--- src/rtl/dsadc_pkg.sv ---
package dsadc_pkg;

  typedef enum logic [1:0] {
    END_STOP    = 2'd0,
    END_RELEASE = 2'd1,
    END_CAL     = 2'd2,
    END_SLEEP   = 2'd3
  } end_mode_e;

  typedef enum logic [2:0] {
    SQ_IDLE  = 3'd0,
    SQ_HIGH  = 3'd1,
    SQ_LOW   = 3'd2,
    SQ_HOLD  = 3'd3,
    SQ_SLEEP = 3'd4
  } seq_state_e;

endpackage

--- src/rtl/dsadc_in_sync.sv ---
module dsadc_in_sync #(
  parameter int STAGES = 2
) (
  input  logic clk,
  input  logic rst_n,
  input  logic din,
  output logic dout,
  output logic fall
);

  logic [STAGES-1:0] sync_q;
  logic [STAGES-1:0] sync_d;
  logic              prev_q;
  logic              prev_d;

  // line idles high, so reset to 1 to avoid a false start
  always_comb begin
    sync_d = {sync_q[STAGES-2:0], din};
    prev_d = sync_q[STAGES-1];
  end

  always_ff @(posedge clk or negedge rst_n) begin
    if (!rst_n) begin
      sync_q <= '1;
      prev_q <= 1'b1;
    end else begin
      sync_q <= sync_d;
      prev_q <= prev_d;
    end
  end

  assign dout = sync_q[STAGES-1];
  assign fall = prev_q & ~sync_q[STAGES-1];


  fall_from_high_chk: assert property (@(posedge clk) disable iff (!rst_n)
    fall |-> $past(sync_q[STAGES-1]));

endmodule

--- src/rtl/dsadc_cmd_hold.sv ---
module dsadc_cmd_hold
  import dsadc_pkg::*;
(
  input  logic       clk,
  input  logic       rst_n,
  input  logic       cmd_valid,
  input  logic [1:0] cmd_mode,
  input  logic       busy,
  output end_mode_e  mode
);

  end_mode_e mode_q, mode_d;
  end_mode_e pend_q, pend_d;
  logic      pend_v_q, pend_v_d;

  always_comb begin
    mode_d   = mode_q;
    pend_d   = pend_q;
    pend_v_d = pend_v_q;
    // parked command takes over once the read is over
    if (!busy && pend_v_q) begin
      mode_d   = pend_q;
      pend_v_d = 1'b0;
    end
    if (cmd_valid) begin
      if (busy) begin
        pend_d   = end_mode_e'(cmd_mode);
        pend_v_d = 1'b1;
      end else begin
        mode_d   = end_mode_e'(cmd_mode);
        pend_v_d = 1'b0;
      end
    end
  end

  always_ff @(posedge clk or negedge rst_n) begin
    if (!rst_n) begin
      mode_q   <= END_STOP;
      pend_q   <= END_STOP;
      pend_v_q <= 1'b0;
    end else begin
      mode_q   <= mode_d;
      pend_q   <= pend_d;
      pend_v_q <= pend_v_d;
    end
  end

  assign mode = mode_q;


  mode_frozen_chk: assert property (@(posedge clk) disable iff (!rst_n)
    (busy && $past(busy)) |-> (mode_q == $past(mode_q)));


  cmd_parked_chk: assert property (@(posedge clk) disable iff (!rst_n)
    (cmd_valid && busy) |=> pend_v_q);

endmodule

--- src/rtl/dsadc_seq.sv ---
module dsadc_seq
  import dsadc_pkg::*;
#(
  parameter int DATA_BITS  = 24,
  parameter int HALF_CLKS  = 8,
  parameter int SLEEP_CLKS = 64
) (
  input  logic      clk,
  input  logic      rst_n,
  input  logic      rdy_fall,
  input  logic      wake,
  input  end_mode_e mode,
  output logic      sclk,
  output logic      sample_en,
  output logic      last_bit,
  output logic      busy,
  output logic      asleep
);

  localparam int CNT_MAX = (HALF_CLKS > SLEEP_CLKS) ? HALF_CLKS : SLEEP_CLKS;
  localparam int CNT_W   = $clog2(CNT_MAX + 1);
  localparam int PCNT_W  = $clog2(DATA_BITS + 3);
  localparam logic [CNT_W-1:0]  HALF_END  = CNT_W'(HALF_CLKS - 1);
  localparam logic [CNT_W-1:0]  SLEEP_END = CNT_W'(SLEEP_CLKS - 1);
  localparam logic [PCNT_W-1:0] DATA_CNT  = PCNT_W'(DATA_BITS);

  seq_state_e        state_q, state_d;
  logic [CNT_W-1:0]  hcnt_q, hcnt_d;
  logic [PCNT_W-1:0] pcnt_q, pcnt_d;
  logic [PCNT_W-1:0] total;
  logic              sclk_q, sclk_d;

  // trailing pulses per end mode
  always_comb begin
    unique case (mode)
      END_RELEASE: total = DATA_CNT + PCNT_W'(1);
      END_CAL:     total = DATA_CNT + PCNT_W'(2);
      default:     total = DATA_CNT;
    endcase
  end

  always_comb begin
    state_d   = state_q;
    hcnt_d    = hcnt_q;
    pcnt_d    = pcnt_q;
    sample_en = 1'b0;
    unique case (state_q)
      SQ_IDLE: begin
        if (rdy_fall) begin
          state_d = SQ_HIGH;
          hcnt_d  = '0;
          pcnt_d  = PCNT_W'(1);
        end
      end
      SQ_HIGH: begin
        if (hcnt_q == HALF_END) begin
          state_d   = SQ_LOW;
          hcnt_d    = '0;
          sample_en = (pcnt_q <= DATA_CNT);
        end else begin
          hcnt_d = hcnt_q + CNT_W'(1);
        end
      end
      SQ_LOW: begin
        if (hcnt_q == HALF_END) begin
          hcnt_d = '0;
          if (pcnt_q == total) begin
            state_d = (mode == END_SLEEP) ? SQ_HOLD : SQ_IDLE;
          end else begin
            state_d = SQ_HIGH;
            pcnt_d  = pcnt_q + PCNT_W'(1);
          end
        end else begin
          hcnt_d = hcnt_q + CNT_W'(1);
        end
      end
      SQ_HOLD: begin
        if (hcnt_q == SLEEP_END) begin
          state_d = SQ_SLEEP;
          hcnt_d  = '0;
        end else begin
          hcnt_d = hcnt_q + CNT_W'(1);
        end
      end
      SQ_SLEEP: begin
        if (wake) state_d = SQ_IDLE;
      end
      default: state_d = SQ_IDLE;
    endcase
    sclk_d = (state_d == SQ_HIGH) || (state_d == SQ_HOLD) || (state_d == SQ_SLEEP);
  end

  always_ff @(posedge clk or negedge rst_n) begin
    if (!rst_n) begin
      state_q <= SQ_IDLE;
      hcnt_q  <= '0;
      pcnt_q  <= '0;
      sclk_q  <= 1'b0;
    end else begin
      state_q <= state_d;
      hcnt_q  <= hcnt_d;
      pcnt_q  <= pcnt_d;
      sclk_q  <= sclk_d;
    end
  end

  assign sclk     = sclk_q;
  assign last_bit = (pcnt_q == DATA_CNT);
  assign busy     = (state_q != SQ_IDLE) && (state_q != SQ_SLEEP);
  assign asleep   = (state_q == SQ_SLEEP);


  start_busy_chk: assert property (@(posedge clk) disable iff (!rst_n)
    (state_q == SQ_IDLE && rdy_fall) |=> (sclk && busy));


  asleep_sclk_high_chk: assert property (@(posedge clk) disable iff (!rst_n)
    asleep |-> sclk_q);


  wake_release_chk: assert property (@(posedge clk) disable iff (!rst_n)
    (asleep && wake) |=> (!sclk_q && !asleep && !busy));


  pulse_bound_chk: assert property (@(posedge clk) disable iff (!rst_n)
    pcnt_q <= PCNT_W'(DATA_BITS + 2));


  half_bound_chk: assert property (@(posedge clk) disable iff (!rst_n)
    (state_q == SQ_HIGH || state_q == SQ_LOW) |-> (hcnt_q <= HALF_END));

endmodule

--- src/rtl/dsadc_shift.sv ---
module dsadc_shift #(
  parameter int DATA_BITS = 24
) (
  input  logic                 clk,
  input  logic                 rst_n,
  input  logic                 sample_en,
  input  logic                 last_bit,
  input  logic                 din,
  output logic [DATA_BITS-1:0] data_out,
  output logic                 data_valid
);

  logic [DATA_BITS-1:0] shreg_q, shreg_d;
  logic [DATA_BITS-1:0] data_q, data_d;
  logic                 valid_q, valid_d;

  always_comb begin
    shreg_d = shreg_q;
    data_d  = data_q;
    valid_d = 1'b0;
    if (sample_en) begin
      shreg_d = {shreg_q[DATA_BITS-2:0], din};
      if (last_bit) begin
        data_d  = {shreg_q[DATA_BITS-2:0], din};
        valid_d = 1'b1;
      end
    end
  end

  always_ff @(posedge clk or negedge rst_n) begin
    if (!rst_n) begin
      shreg_q <= '0;
      data_q  <= '0;
      valid_q <= 1'b0;
    end else begin
      shreg_q <= shreg_d;
      data_q  <= data_d;
      valid_q <= valid_d;
    end
  end

  assign data_out   = data_q;
  assign data_valid = valid_q;


  valid_single_chk: assert property (@(posedge clk) disable iff (!rst_n)
    valid_q |=> !valid_q);


  data_hold_chk: assert property (@(posedge clk) disable iff (!rst_n)
    !valid_q |-> (data_q == $past(data_q)));

endmodule

--- src/rtl/dsadc_rd_ctrl.sv ---
module dsadc_rd_ctrl
  import dsadc_pkg::*;
#(
  parameter int DATA_BITS  = 24,
  parameter int HALF_CLKS  = 8,
  parameter int SLEEP_CLKS = 64,
  parameter int SYNC_STAGES = 2
) (
  input  logic                 clk,
  input  logic                 rst_n,
  input  logic                 cmd_valid,
  input  logic [1:0]           cmd_mode,
  input  logic                 cmd_wake,
  input  logic                 rdy_dout,
  output logic                 sclk,
  output logic [DATA_BITS-1:0] data_out,
  output logic                 data_valid,
  output logic                 busy,
  output logic                 asleep
);

  logic      rst_meta_q, rst_core_q;
  logic      line_s, line_fall;
  logic      sample_en, last_bit;
  logic      busy_w, asleep_w, sclk_w;
  end_mode_e mode;

  // reset: asserted at once, released on a clock edge
  always_ff @(posedge clk or negedge rst_n) begin
    if (!rst_n) begin
      rst_meta_q <= 1'b0;
      rst_core_q <= 1'b0;
    end else begin
      rst_meta_q <= 1'b1;
      rst_core_q <= rst_meta_q;
    end
  end

  dsadc_in_sync #(.STAGES(SYNC_STAGES)) u_sync (
    .clk  (clk),
    .rst_n(rst_core_q),
    .din  (rdy_dout),
    .dout (line_s),
    .fall (line_fall)
  );

  dsadc_cmd_hold u_cmd (
    .clk      (clk),
    .rst_n    (rst_core_q),
    .cmd_valid(cmd_valid),
    .cmd_mode (cmd_mode),
    .busy     (busy_w),
    .mode     (mode)
  );

  dsadc_seq #(
    .DATA_BITS (DATA_BITS),
    .HALF_CLKS (HALF_CLKS),
    .SLEEP_CLKS(SLEEP_CLKS)
  ) u_seq (
    .clk      (clk),
    .rst_n    (rst_core_q),
    .rdy_fall (line_fall),
    .wake     (cmd_wake),
    .mode     (mode),
    .sclk     (sclk_w),
    .sample_en(sample_en),
    .last_bit (last_bit),
    .busy     (busy_w),
    .asleep   (asleep_w)
  );

  dsadc_shift #(.DATA_BITS(DATA_BITS)) u_shift (
    .clk       (clk),
    .rst_n     (rst_core_q),
    .sample_en (sample_en),
    .last_bit  (last_bit),
    .din       (line_s),
    .data_out  (data_out),
    .data_valid(data_valid)
  );

  assign sclk   = sclk_w;
  assign busy   = busy_w;
  assign asleep = asleep_w;


  valid_in_low_chk: assert property (@(posedge clk) disable iff (!rst_core_q)
    data_valid |-> (!sclk_w && busy_w));


  reset_idle_chk: assert property (@(posedge clk)
    !rst_core_q |-> (!sclk_w && !busy_w && !asleep_w && !data_valid));

endmodule

--- config.mk ---
export PLATFORM = sky130hd
export DESIGN_NAME = dsadc_rd_ctrl
export DESIGN_NICKNAME = d
export VERILOG_FILES = /design/src/rtl/dsadc_pkg.sv /design/src/rtl/dsadc_in_sync.sv /design/src/rtl/dsadc_cmd_hold.sv /design/src/rtl/dsadc_seq.sv /design/src/rtl/dsadc_shift.sv /design/src/rtl/dsadc_rd_ctrl.sv
export SDC_FILE = /design/constraint.sdc
export NUM_CORES = 1
export LEC_CHECK = 0
export BUFFER_PORTS_ARGS = -buffer_cell sky130_fd_sc_hd__buf_2
export CAP_MARGIN = 20
export CORE_MARGIN = 1.5
export CORE_UTILIZATION = 40
export CTS_BUF_LIST = sky130_fd_sc_hd__clkbuf_4
export DETAILED_ROUTE_END_ITERATION = 7
export MAX_ROUTING_LAYER = met4
export SKIP_LAST_GASP = 1
export SLEW_MARGIN = 20
export SYNTH_ARGS = -nofsm -noshare
export SYNTH_HDL_FRONTEND = slang
export SYNTH_SLANG_ARGS = --single-unit
--- constraint.sdc ---
create_clock -name clk -period 2.7 [get_ports clk]
set_clock_uncertainty 0.15 [all_clocks]
set_input_delay 0 -clock clk [delete_from_list [all_inputs] [get_ports clk]]
set_output_delay 0 -clock clk [all_outputs]
set_load 0.01 [all_outputs]
; ---- Yosys cells after proc, flatten, opt, wreduce, memory -nomap -nowiden
; Cells that the tools add are included.
[classes]
addsub = 2
n_lt_le_gt_ge = 1
eq_ne = 18
muxes = 27
n_bitwise = 2
n_reduce_logical = 15
[ops]
columns = op, n
row1 = 7-bit two-way mux, 3
row2 = 7-bit case mux with 3 select lines, 1
row3 = 3-bit two-way mux, 6
row4 = 5-bit two-way mux, 3
row5 = 3-bit case mux with 5 select lines, 1
row6 = 5-bit case mux with 2 select lines, 1
row7 = "3-bit by 2-bit == test with 1-bit output, second input constant", 3
row8 = 2-bit two-way mux, 4
row9 = "7-bit by 1-bit adder with 7-bit output, second input constant", 1
row10 = "7-bit by 3-bit == test with 1-bit output, second input constant", 1
row11 = "7-bit by 6-bit == test with 1-bit output, second input constant", 1
row12 = 1-bit two-way mux, 7
row13 = "3-bit by 1-bit == test with 1-bit output, second input constant", 2
row14 = "3-bit == test, second input constant", 2
row15 = 2-bit AND reduction, 3
row16 = 3-bit nonzero test, 2
row17 = "5-bit by 1-bit adder with 5-bit output, second input constant", 1
row18 = 5-bit == test, 1
row19 = "5-bit == test, second input constant", 1
row20 = "5-bit less-or-equal comparator, second input constant", 1
row21 = "2-bit == test, second input constant", 2
row22 = "2-bit != test, second input constant", 2
row23 = 2-bit case mux with 2 select lines, 1
row24 = 4-bit AND reduction, 1
row25 = other kinds (11), 14
[totals]
reg_bits = 74
inputBits = 7
output_inout_bits = 28
word_cells = 79

; ---- Longest topological paths before layout
[logic_depth]
ltp_word = 9
ltp_mapped = 8
depth_no_buf = 6

; ---- Cells and area by module
; A second synthesis with hierarchy kept.
[unflattened]
cells_unflattened = 246
area_unflattened_um2 = 3321.9
[by_module_without_submodules]
columns = mod, n_inst, cells_each, area_each_um2, seq_area_each_um2
row1 = dsadc_shift, 1, 102, 1861.8, 1201.2
row2 = dsadc_seq, 1, 122, 1093.5, 400.4
row3 = dsadc_cmd_hold, 1, 15, 220.2, 125.1
row4 = dsadc_in_sync, 1, 4, 92.6, 78.8
row5 = dsadc_rd_ctrl, 1, 3, 53.8, 50.0

; ---- Worst setup path after synthesis
; OpenSTA, ideal clock, no wires.
[synth_path]
path_kind = register to register
start = reg u_seq.hcnt_q[0]
end = reg u_shift.data_q[10] (netlist: u_shift.data_out[10])
setup_time_ns = 0.125
t_arrival_ns = 2.210
required_time_ns = 2.425
setup_slack_ns = 0.215
path_stages_with_launch = 9
path_buffers = 2
synth_period_minus_slack_ns = 2.485
cell_sequence = dfrtp_1 ha_1 nand4bb_1 or2_4 or3_1 or3_1 buf_6 buf_12 mux2_4
[synth_via]
elab_chain_len = 4
[synth_rtl]
columns = element, line_no
row1 = start: declaration, dsadc_seq.sv:28  ; logic [CNT_W-1:0] hcnt_q, hcnt_d;
row2 = start signal: assignment, dsadc_seq.sv:101  ; hcnt_q <= hcnt_d;
row3 = 7-bit by 3-bit == test with 1-bit output, dsadc_seq.sv:56  ; if (hcnt_q == HALF_END) begin
row4 = 1-bit two-way mux, dsadc_seq.sv:56
row5 = 1-bit two-way mux, dsadc_seq.sv:47  ; unique case (state_q)
row6 = 2-bit AND reduction (no source line), --
row7 = end signal: assignment, dsadc_shift.sv:37  ; data_q <= data_d;
row8 = end: declaration, dsadc_shift.sv:14  ; logic [DATA_BITS-1:0] data_q, data_d;
; Every way passes these cells.
; A chain may end at the register's enable or synchronous reset.

; ---- Worst setup path in the final report
[layout_path]
start = reg u_seq.hcnt_q[0]
end = reg u_shift.data_q[18] (netlist: u_shift.data_out[18])
; Same word-level chain as after synthesis.

==> flow_summary.ini <==
[setup_path]
crit_buf_inv = 1
reg2reg_to = u_shift.data_out[18]
cpPeakStageDelay_ns = 0.42
crit_chain = ha_1, nand4bb_1, or2_4, or3_1, or3_1, buf_12, mux2_4
arrival_ns = 2.65
startpoint = u_seq.hcnt_q[0]
critPathKind = flip-flop to flip-flop
rr_worst_depth = 7
path_max_fanout = 20
crit_slowest_cell = dfrtp_1
crit_family = simple AND/OR/NAND/NOR gates
r2r-start = u_seq.hcnt_q[0]
reg2reg_slack_ns = 0.21
path_common_cell = or3_1
startpoint_type = flip-flop
critPathRequiredTime_ns = 2.86
critPathCaptureType = flip-flop

[placement]
dp.cells = 380
gp_congestion = 0.778
port-buffer-count = 34
hpwl_mm = 3.58
dpl-instance-area_mm2 = 0.00352

[global_route]
gr-usage-all-layers = 0.146
antenna_found_initial = 1
grt_start_max_net_pins = 44
grt.overflow.total = 0
grt_pass1_wl_mm = 9.29
grt_pass1_vias = 1959

[clock_network]
clockRootBuffer = clkbuf_4
insertion_delay_ns = 0.42
cts.sinks = 74
cts_inserted_buffers = 9
clkTransAtPathRegs_ns = 0.12
htree_levels = 3
cts_tree = built
cts.path.max_buffers = 2

[power_and_ir_drop]
finalPower_w = 0.00257
leakagePower_nw = 1.95
power_density_mw_per_mm2 = 684
vdd_ir_drop_max_v = 0.000394

[synth]
yosysWarnings = 0
synth-seq-cells = 74
synth_ff_type = dfrtp_1
synth.distinct_cells = 44
async_flop_share = 1.00
syn_area_per_cell_um2 = 13.1
syn_nets = 255
netlist_instances = 245
synth_enable_flop_cells = 0
post_synth_instance_area_mm2 = 0.00321
ys_seq_area_frac = 0.577

[worst_hold_path]
whs_path_depth = 2
min_from = rdy_dout
min_path_type = input port to flip-flop
holdPathEnd = u_sync.sync_q[0]

[die]
row_count = 32
die_h_um = 92.6
start_util = 0.414
ioPinCount = 35
dieArea_mm2 = 0.00858
core_mm2 = 0.00777
die_w_um = 92.6

[routing]
routed_wl_mm = 5.39
via_count = 2017
drt_iter0_drc = 69
wire_per_inst_um = 13.3
dr.pass1.iters = 5
antenna_left = 0
drcViolationCount = 0
vias_per_cell = 4.97

[cells_and_area]
final_cell_mix = dfrtp_1 (70), buf_2 (34), mux2_2 (30), nand2_1 (20), mux2_4 (19)
fin_cells = 406
area_growth_pct = 17.1
final_area_mm2 = 0.00376
drive_gt1_frac = 0.370
layout_commonest_cell = dfrtp_1
fin_nets = 308

[outcome]
status = finished, final reports clean

[sta]
fmaxAchievable_mhz = 402
final-hold-violation-count = 0
slew_violations = 0
min_period_over_period = 0.921
setup_viol = 0
finalSetupTns_ns = 0
rsz0062_at_grt = false
relSlewSlack = 0.570
worst_pin_slew_ns = 0.646
finalCriticalPeriod_ns = 2.49

[job]
maxCapViolations = 0
==> Yosys cell counts (all sizes together) (2+ instances only) <==
master / n / area share
nand4bb: 2 / 0.0070
inv: 6 / 0.0070
nor2: 9 / 0.011
clkbuf: 5 / 0.0058
o31ai: 3 / 0.0070
a22oi: 2 / 0.0047
a21oi: 6 / 0.0093
buf: 3 / 0.016
dfrtp: 71 / 0.55
mux2: 49 / 0.19
ha: 3 / 0.012
mux2i: 2 / 0.0062
a31oi: 2 / 0.0039
dfstp: 3 / 0.025
and2: 2 / 0.0039
nand2b: 6 / 0.012
nor3: 8 / 0.012
o21ai: 8 / 0.012
nand3: 5 / 0.0078
nor3b: 2 / 0.0047
or2: 2 / 0.0047
a21o: 2 / 0.0047
and3: 2 / 0.0039
or3: 6 / 0.012
nand2: 20 / 0.023
==> state kept, by name, summed over array words and instances (netlist names) <==
name                cells
u_cmd.pend_v_q          1
u_shift.data_out       24
u_seq.pcnt_q            5
u_seq.state_q           3
u_sync.prev_q           1
u_seq.hcnt_q            7
u_shift.data_valid      1
u_cmd.pend_q            2
u_cmd.mode              2
u_sync.sync_q           2
u_seq.sclk              1
rst_meta_q              1
rst_core_q              1
u_shift.shreg_q        23
==> where the power goes <==
part | internal (W) | switching (W) | leakage, nW
Combinational | 0.000257 | 0.000257 | 0.889
Sequential | 0.00122 | 0.000120 | 0.988
Clock | 0.000298 | 0.000421 | 0.0755
==> metal layers <==
metal,global-route usage,up-vias,part of all wire
li1,-,981,-
met1,0.170,988,0.47
met2,0.227,41,0.48
met3,0.0452,7,0.038
met4,0.0795,0,0.019
met5,-,-,0
==> cell type report <==
type | count | area, µm²
well taps | 102 | 128
multi-input cells | 157 | 1260
flip-flops and latches | 74 | 1860
clock buffers | 9 | 67.6
clock inverters | 7 | 82.6
repair buffers | 50 | 338
diodes | 1 | 2.50
inverters | 6 | 22.5
fillers | 727 | 4010
==> cell families (layout without fill, tap and decap cells) <==
group | after synthesis | count (layout) | share of synthesized area
adder cells (fa/ha/maj) | 3 | 3 | 0.0117
flip-flops | 74 | 74 | 0.577
other | 1 | 2 | 0.00117
buffers and inverters | 14 | 72 | 0.0288
XOR/XNOR | 2 | 2 | 0.00545
AND/OR/NAND/NOR | 68 | 68 | 0.111
multiplexers | 51 | 51 | 0.200
AO/OA/AOI/OAI | 32 | 32 | 0.0643
==> repair_timing <==
action / in CTS / in global routing
hold buffers: 9 / 0
setup buffers: 0 / 0
gates resized for setup: 0 / 0
endpoints found under the hold margin: 10 / 0
==> metrics by stage <==
step	utilization	hold WS (ns)	setup WS (ns)
global placement	0.453	-0.365	0.271
global route	0.484	0.0213	0.0661
finish	0.484	0.0777	0.214
CTS	0.484	0.0342	0.205
detailed placement	0.453	-0.363	0.226
floorplan	-	-0.446	0.215
==> worst max-delay path by stage <==
stage	end	slack, ns	depth (start not counted)
after floorplan	u_shift.data_out[10]	0.21	8
after global placement	u_shift.data_out[8]	0.27	7
after detailed placement	u_shift.data_out[7]	0.23	7
after CTS	u_shift.data_out[3]	0.20	7
after global routing	u_shift.data_out[18]	0.07	7
final	u_shift.data_out[18]	0.21	7
Power figures use the tool's default switching activity.
